[config.mk]
export PLATFORM = sky130hd
export DESIGN_NAME = mach_state_upd
export DESIGN_NICKNAME = d
export VERILOG_FILES = /design/src/rtl/mach_state_pkg.sv /design/src/rtl/mst_action_sel.sv /design/src/rtl/mst_move_merge.sv /design/src/rtl/mst_trap_merge.sv /design/src/rtl/mach_state_upd.sv
export SDC_FILE = /design/constraint.sdc
export NUM_CORES = 1
export LEC_CHECK = 0
export BUFFER_PORTS_ARGS = -buffer_cell sky130_fd_sc_hd__buf_2
export CAP_MARGIN = 10
export CORE_ASPECT_RATIO = 1.1
export CORE_MARGIN = 1
export CORE_UTILIZATION = 55
export DETAILED_ROUTE_END_ITERATION = 6
export GPL_TIMING_DRIVEN = 0
export PLACE_DENSITY = 0.82
export RECOVER_POWER = 50
export SLEW_MARGIN = 0
export SYNTH_ARGS = -nofsm -noshare
export SYNTH_HDL_FRONTEND = slang
export SYNTH_HIERARCHICAL = 1
export SYNTH_SLANG_ARGS = --single-unit
[constraint.sdc]
create_clock -name clk -period 2.4 [get_ports clk]
set_input_delay 0.72 -clock clk [delete_from_list [all_inputs] [get_ports clk]]
set_output_delay 0.72 -clock clk [all_outputs]
set_load 0.05 [all_outputs]
[src/rtl/mach_state_pkg.sv]
package mach_state_pkg;

    localparam int unsigned XLEN = 64;

    typedef enum logic [1:0] {
        SEL_NONE = 2'b00,
        SEL_MV32 = 2'b01,
        SEL_MV64 = 2'b10,
        SEL_RSVD = 2'b11
    } sel_e;

    typedef enum logic [1:0] {
        ACT_HOLD,
        ACT_TRAP,
        ACT_MV32,
        ACT_MV64
    } act_e;

    // big-endian bit number to vector index
    function automatic int unsigned be_idx(input int unsigned n);
        return XLEN - 1 - n;
    endfunction

    // plain copy mask for a move form; forced and guarded bits excluded
    function automatic logic [XLEN-1:0] move_mask(input int unsigned wide,
                                                  input int unsigned lsel);
        logic [XLEN-1:0] m;
        m = '0;
        for (int unsigned n = 0; n < XLEN; n++) begin
            if (lsel != 0) begin
                if (n == 48 || n == 62) m[be_idx(n)] = 1'b1;
            end else begin
                if ((n >= 32 && n <= 47) || n == 49 || n == 50 ||
                    (n >= 52 && n <= 57) || (n >= 60 && n <= 62))
                    m[be_idx(n)] = 1'b1;
                if (wide != 0 && (n <= 2 || (n >= 4 && n <= 28)))
                    m[be_idx(n)] = 1'b1;
            end
        end
        return m;
    endfunction

endpackage

[src/rtl/mst_action_sel.sv]
module mst_action_sel
    import mach_state_pkg::*;
(
    input  logic [1:0] op_sel,
    input  logic       trap_req,
    output act_e       act
);
    sel_e sel;
    assign sel = sel_e'(op_sel);

    always_comb begin
        act = ACT_HOLD;
        if (trap_req) begin
            act = ACT_TRAP;
        end else begin
            unique case (sel)
                SEL_NONE: act = ACT_HOLD;
                SEL_MV32: act = ACT_MV32;
                SEL_MV64: act = ACT_MV64;
                SEL_RSVD: act = ACT_HOLD;
            endcase
        end
    end
endmodule

[src/rtl/mst_move_merge.sv]
module mst_move_merge
    import mach_state_pkg::*;
#(
    parameter int unsigned WIDE = 0
) (
    input  logic [XLEN-1:0] cur,
    input  logic [XLEN-1:0] rs,
    input  logic            lflag,
    output logic [XLEN-1:0] res
);
    localparam logic [XLEN-1:0] MSK_FULL = move_mask(WIDE, 0);
    localparam logic [XLEN-1:0] MSK_SCOP = move_mask(WIDE, 1);
    localparam int unsigned     PR_I     = be_idx(49);
    localparam int unsigned     GRD_LO   = be_idx(31);
    localparam int unsigned     GRD_HI   = be_idx(29);

    logic pr;
    assign pr = rs[PR_I];

    always_comb begin
        if (lflag) begin
            res = (cur & ~MSK_SCOP) | (rs & MSK_SCOP);
        end else begin
            res = (cur & ~MSK_FULL) | (rs & MSK_FULL);
            res[be_idx(48)] = rs[be_idx(48)] | pr;
            res[be_idx(58)] = rs[be_idx(58)] | pr;
            res[be_idx(59)] = rs[be_idx(59)] | pr;
            if (WIDE != 0) begin
                if ((cur[GRD_HI:GRD_LO] != 3'b010) ||
                    (rs[GRD_HI:GRD_LO] != 3'b000))
                    res[GRD_HI:GRD_LO] = rs[GRD_HI:GRD_LO];
            end
        end
    end
endmodule

[src/rtl/mst_trap_merge.sv]
module mst_trap_merge
    import mach_state_pkg::*;
#(
    parameter int unsigned IR_POS  = 58,
    parameter int unsigned UND_POS = 5,
    parameter int unsigned LE_POS  = 63
) (
    input  logic [XLEN-1:0] cur,
    output logic [XLEN-1:0] res
);
    always_comb begin
        res = cur;
        res[be_idx(IR_POS)]  = 1'b0;
        res[be_idx(UND_POS)] = 1'b0;
        res[be_idx(LE_POS)]  = 1'b1;
    end
endmodule

[src/rtl/mach_state_upd.sv]
module mach_state_upd
    import mach_state_pkg::*;
#(
    parameter logic [63:0] RESET_VAL = 64'h0,
    parameter int unsigned IR_POS    = 58,
    parameter int unsigned UND_POS   = 5,
    parameter int unsigned LE_POS    = 63
) (
    input  logic        clk,
    input  logic        rst,
    input  logic [1:0]  op_sel,
    input  logic        lflag,
    input  logic [63:0] rs_val,
    input  logic        trap_req,
    output logic [63:0] state_q,
    output logic        state_vld,
    output logic [63:0] saved_state
);
    localparam int unsigned NFORM = 2;

    act_e                       act;
    logic [XLEN-1:0]            state_r, state_n;
    logic [XLEN-1:0]            save_r, save_n;
    logic                       vld_r, vld_n;
    logic [NFORM-1:0][XLEN-1:0] mv_res;
    logic [XLEN-1:0]            trap_res;

    mst_action_sel u_sel (
        .op_sel   (op_sel),
        .trap_req (trap_req),
        .act      (act)
    );

    for (genvar g = 0; g < NFORM; g++) begin : g_form
        mst_move_merge #(.WIDE(g)) u_mv (
            .cur   (state_r),
            .rs    (rs_val),
            .lflag (lflag),
            .res   (mv_res[g])
        );
    end

    mst_trap_merge #(
        .IR_POS  (IR_POS),
        .UND_POS (UND_POS),
        .LE_POS  (LE_POS)
    ) u_trap (
        .cur (state_r),
        .res (trap_res)
    );

    always_comb begin
        state_n = state_r;
        save_n  = save_r;
        vld_n   = 1'b0;
        unique case (act)
            ACT_HOLD: ;
            ACT_TRAP: begin
                state_n = trap_res;
                save_n  = state_r;
            end
            ACT_MV32: begin
                state_n = mv_res[0];
                vld_n   = 1'b1;
            end
            ACT_MV64: begin
                state_n = mv_res[1];
                vld_n   = 1'b1;
            end
        endcase
    end

    always_ff @(posedge clk) begin
        if (rst) begin
            state_r <= RESET_VAL;
            save_r  <= '0;
            vld_r   <= 1'b0;
        end else begin
            state_r <= state_n;
            save_r  <= save_n;
            vld_r   <= vld_n;
        end
    end

    always_comb begin
        state_q     = state_r;
        saved_state = save_r;
        state_vld   = vld_r;
    end
endmodule

## Word-level counts from Yosys, hierarchy flattened

Cells that the tools add are included.

| cells by class | value |
|---|---|
| divide/modulo/power cells | 0 |
| shift-type cells | 0 |
| multiplexer cells | 7 |
| bitwise logic cells | 7 |
| equal/unequal tests | 7 |
| magnitude comparators | 0 |
| reductions and logical operators | 8 |
| $add $sub $neg | 0 |
| $mul | 0 |

Operators with widths:

| kind | number |
|---|---|
| one-hot mux 64 bit (3 select lines) | 1 |
| 2-to-1 mux 64 bit | 2 |
| OR 61 x 64 -> 64 bit | 1 |
| OR 64 x 16 -> 64 bit | 1 |
| OR 64 x 32 -> 64 bit | 1 |
| equality test 2 bit (second input constant) | 4 |
| one-hot mux 2 bit (3 select lines) | 1 |
| nonzero test 3 bit | 2 |
| equality test 2 x 1 -> 1 bit (second input constant) | 2 |
| OR reduction 2 bit | 2 |
| 2-to-1 mux 3 bit | 1 |
| inequality test 3 x 2 -> 1 bit (second input constant) | 1 |
| OR 1 bit | 3 |
| logical NOT 2 bit | 1 |
| 2-to-1 mux 2 bit | 1 |
| AND reduction 2 bit | 1 |
| nonzero test 2 bit | 1 |
| logical OR 1 bit | 1 |
| 2-to-1 mux 1 bit | 1 |
| NOT 1 bit | 1 |

| word-level totals | value |
|---|---|
| bits in writable memories | 0 |
| flip-flop bits (word level) | 129 |
| latch bits | 0 |
| output and inout bits | 129 |
| ROM bits | 0 |
| word-level logic and storage cells | 33 |
| memories | 0 |

## Logic depth before layout (Yosys ltp)

| logic depth | value |
|---|---|
| depth after elaboration | 7 |
| mapped depth | 9 |
| depth with buffers taken out | 6 |

## Hierarchy

The synthesis kept the hierarchy.

By module, submodules not included:

| module | instances | cells an instance | area each (um^2) |
|---|---|---|---|
| mach_state_upd | 1 | 568 | 6118.4 |
| mst_move_merge (g_form[1].u_mv) | 1 | 79 | 1008.5 |
| mst_move_merge (g_form[0].u_mv) | 1 | 73 | 623.1 |
| mst_trap_merge | 1 | 66 | 488.0 |
| mst_action_sel | 1 | 4 | 26.3 |

## Worst setup path after synthesis

No wires, ideal clock.

| timing | value |
|---|---|
| path type | input port to flip-flop |
| from | in op_sel[0] |
| to | reg state_r[0] (netlist: state_q[0]) |
| path slack | 422 ps |
| data required time | 2266 ps |
| data arrival time | 1845 ps |
| stages on the path | 8 |
| cell sequence | inv_1 ha_1 nor2_1 buf_6 buf_12 buf_8 mux2i_1 o22ai_1 |

| between the ends | value |
|---|---|
| longest elaborated chain between the ends | 6 |
| elaborated cells between the ends (all ways) | 12 |
| classes of those cells | 6 x eq/ne; 3 x mux; 3 x reduce/logical |

Ends and longest elaborated chain:

| element | line | RTL |
|---|---|---|
| start: declaration | mach_state_upd.sv:11 | `input logic [1:0] op_sel,` |
| equality test 2 bit / logical NOT 2 bit (equally long branches) | mst_action_sel.sv:16 | `unique case (sel)` |
| OR reduction 2 bit (no line) | - |  |
| one-hot mux 2 bit (3 select lines) (*) | mst_action_sel.sv:16 |  |
| 2-to-1 mux 2 bit (*) | mst_action_sel.sv:13 | `if (trap_req) begin` |
| via act[1] | mach_state_upd.sv:21 | `act_e act;` |
| equality test 2 bit / equality test 2 x 1 -> 1 bit (equally long branches) | mach_state_upd.sv:56 | `unique case (act)` |
| one-hot mux 64 bit (3 select lines) / nonzero test 3 bit (equally long branches) | - |  |
| end signal: assignment | mach_state_upd.sv:79 | `state_r <= state_n;` |
| end: declaration | mach_state_upd.sv:22 | `logic [XLEN-1:0] state_r, state_n;` |

The timed path passes the listed nets; every way through them passes the cells marked *.
A chain may end at the register's enable or synchronous reset.

## Worst setup path in the final report

| timing | value |
|---|---|
| from | in op_sel[0] |
| to | reg save_r[42] (netlist: saved_state[42]) |

| between the ends | value |
|---|---|
| longest elaborated chain between the ends | 5 |
| elaborated cells between the ends (all ways) | 8 |
| classes of those cells | 4 x eq/ne; 2 x mux; 2 x reduce/logical |

Ends and longest elaborated chain:

| element | line | RTL |
|---|---|---|
| equality test 2 bit / logical NOT 2 bit (equally long branches) | mst_action_sel.sv:16 |  |
| OR reduction 2 bit (no line) | - |  |
| one-hot mux 2 bit (3 select lines) (*) | mst_action_sel.sv:16 |  |
| 2-to-1 mux 2 bit (*) | mst_action_sel.sv:13 |  |
| via act[1] | mach_state_upd.sv:21 |  |
| equality test 2 x 1 -> 1 bit (*) | mach_state_upd.sv:56 |  |
| end signal: assignment | mach_state_upd.sv:80 | `save_r <= save_n;` |
| end: declaration | mach_state_upd.sv:23 | `logic [XLEN-1:0] save_r, save_n;` |

Marks and branches as above.

==> reports/qor.csv <==
stage,metric,value,unit
floorplan,Die Ht,131,um
min_path,HP Start,saved_state[63],
sta,RSZ-0062 raised after global routing,false,
layout,diode count,0,
sta,Tmin final,2.11,ns
floorplan,Top Ports,199,
sta,Setup TNS,0,ns
floorplan,core footprint,14600,um2
sta,worst relative slew slack,45.8,%
critical_path,crit path DAT,2.46,ns
power_and_ir_drop,Lkg Pwr,4.22,nW
min_path,Hold Path Class,reg -> reg,
global_routing,first-pass GRT wire length,31200,um
clocking,Clock Tree Root,clkbuf_16,
power_and_ir_drop,P per Cell Area,640,nW/um2
critical_path,Worst R2R Path Depth,4,
logic_synthesis,Yosys top cell area share,31.2,%
sta,Max Clock Freq,0.475,GHz
clocking,total CTS buffers,17,
sta,WHS,0.456,ns
sta,"Slew Viols, Final",0,
sta,clock skew,0.00576,ns
critical_path,crit-path max FO,10,
routing,drt initial violations,297,
global_routing,largest net degree at the start of global routing,17,
sta,Hold Fails Final Rpt,0,
power_and_ir_drop,Peak VDD IR,0.452,mV
logic_synthesis,area of the mapped netlist,8260,um2
logic_synthesis,Synth Instances,790,
clocking,Post-CTS Setup Bufs,0,
routing,Routed Antenna Nets,0,
global_routing,Total GRT Usage,25.8,%
power_and_ir_drop,Overall Power,6.27,mW
routing,average routed wire per standard cell,16.4,um
global_routing,total global routing overflow,0,
floorplan,total die area,15500,um2
layout,fraction of layout cells with a size suffix above 1,45.7,%
critical_path,register-to-register path setup slack,1.20,ns
critical_path,critical path capture point type,flop,
routing,router iterations before antenna repair,4,
clocking,Clock Tree Buf Depth,2,
critical_path,crit path kind,in -> reg,
layout,post-route cell area,9790,um2
logic_synthesis,register bit total from synthesis,129,
placement,dpl hpwl,13600,um
layout,Layout area overhead,18.5,%
placement,Post-DP Area,9480,um2
global_routing,initial antenna violation count,0,
routing,Total Wirelength,19700,um
clocking,post-cts sizing count,0,
layout,# fillers,1264,
clocking,CTS tree,built,
logic_synthesis,yosys warns,6,
clocking,Sink Count,129,
run,Max-Cap Viols,0,
placement,PortBufs,194,
logic_synthesis,Yosys cell types,28,
logic_synthesis,Yosys top cell by area,dfxtp_1,
layout,nets,1075,
sta,count of final setup violators,0,
floorplan,num rows,46,
clocking,hold_buf cts,0,
floorplan,Starting Density,56.8,%
critical_path,Worst setup SP type,input port,
routing,via count,6278,
floorplan,die width,119,um
logic_synthesis,register area share after synthesis,31.2,%
sta,fin crit share,87.7,%
min_path,WHS Endpoint,saved_state[63],
critical_path,reg2reg end,state_q[33],
routing,Post-route DRC,0,
critical_path,WP data required,2.75,ns
clocking,clock-pin transition on the worst setup and hold timing paths,0.06,ns
global_routing,vias in the first global route,6056,
clocking,clk_lat worst skew,0.42,ns
placement,RePlAce Congestion,0.775,
routing,DR vias/cell,5.21,
critical_path,reg2reg start,state_q[33],
sta,Worst-Margin Slew,0.813,ns
run_status,status,"finished, final reports clean",
logic_synthesis,Synth area leaders,"dfxtp_1, mux2i_1, mux2_4",
logic_synthesis,"Avg Cell Area, Syn",10.5,um2
clocking,H-tree depth,4,
min_path,worst hold stages,2,
[critical path: stages]
cell and delay [ns]:
buf_2 0.07, inv_1 0.03, ha_1 0.28, nor2_1 0.19, buf_6 0.17, nand2b_1 0.10, clkbuf_2 0.46, buf_8 0.22
nand2_2 0.05, a21oi_1 0.16
[layer usage]
metal | up-vias | share of wire (%) | global-route usage (%)
li1 | 3080 | - | -
met1 | 2973 | 44 | 31.6
met2 | 191 | 48 | 43.9
met3 | 34 | 5.4 | 6.55
met4 | 0 | 2.1 | 9.38
met5 | - | 0 | 0
[cells in the mapped netlist (all sizes together)]
| library cell | number |
|---|---|
| ha | 1 |
| clkbuf | 9 |
| nand2b | 6 |
| nand2 | 136 |
| inv | 1 |
| dfxtp | 129 |
| mux2i | 128 |
| or2 | 2 |
| nor4 | 1 |
| conb | 2 |
| a21oi | 64 |
| a21o | 1 |
| o21ai | 4 |
| mux2 | 81 |
| nor2 | 5 |
| buf | 154 |
| o22ai | 64 |
| nor2b | 2 |
[area by class of cell]
cell class              instances  area [um2]  share of cell area (%)
multi-input cells             498        3990                    40.8
flip-flops and latches        129        2580                    26.4
plain buffers                 163        1500                    15.4
repair buffers                194         891                    9.10
clock buffers                  24         502                    5.13
well taps                     192         240                    2.45
clock inverters                 5        77.6                   0.792
inverters                       1        3.75                  0.0383
[cells in the final DEF, fill, tap and decap left out, types with 2 or more instances in the layout]
cell type / count
buf_8: 12
buf_2: 135
bufinv_16: 2
nand2_1: 96
or2_1: 2
o21ai_0: 4
dfxtp_1: 129
conb_1: 3
clkbuf_8: 5
buf_6: 19
mux2_2: 25
nand2b_1: 6
buf_4: 104
clkbuf_1: 74
a21oi_1: 35
nand2_2: 40
mux2_4: 56
buf_12: 13
a21oi_2: 29
clkinv_2: 2
clkbuf_16: 17
nor2_1: 5
mux2i_1: 128
o22ai_1: 64
[kinds of logic after synthesis]
logic type | synth area share [%]
other | 0.0909
DFF | 31.2
adders and majority gates | 0.151
muxes | 29.1
buffers and inverters | 18.4
and+or+nand+nor | 9.24
AOI/OAI and AO/OA | 11.8
[metrics by stage]
stage                     utilization, %  setup slack, ns  instances
after global placement              65.1           0.0919       1177
after detailed placement            65.1           0.0843       1177
final                               67.2            0.294       1206
after floorplan                        -            0.422        791
after global routing                67.2            0.213       1206
after CTS                           69.1            0.473       1206
[power by group]
group | internal [mW] | switching, mW
registers | 2.22 | 0.0907
logic | 0.618 | 0.759
clock network | 1.64 | 0.938
total | 4.48 | 1.79
[flip-flops by register name (all words and copies together) (netlist names)]
name / flops
state_vld: 1
state_q: 64
saved_state: 64
[worst max-delay path by stage]
stage,from,to,slack [ns],depth (start not counted)
2_1_floorplan,op_sel[0],state_q[0],0.42,8
3_3_place_gp,op_sel[0],state_q[21],0.09,8
3_5_place_dp,op_sel[0],state_q[12],0.08,9
4_1_cts,state_q[33],state_q[33],0.47,1
5_1_grt,op_sel[0],saved_state[32],0.21,10
6_report,op_sel[0],saved_state[42],0.29,10
(Power assumes the default switching activity.)
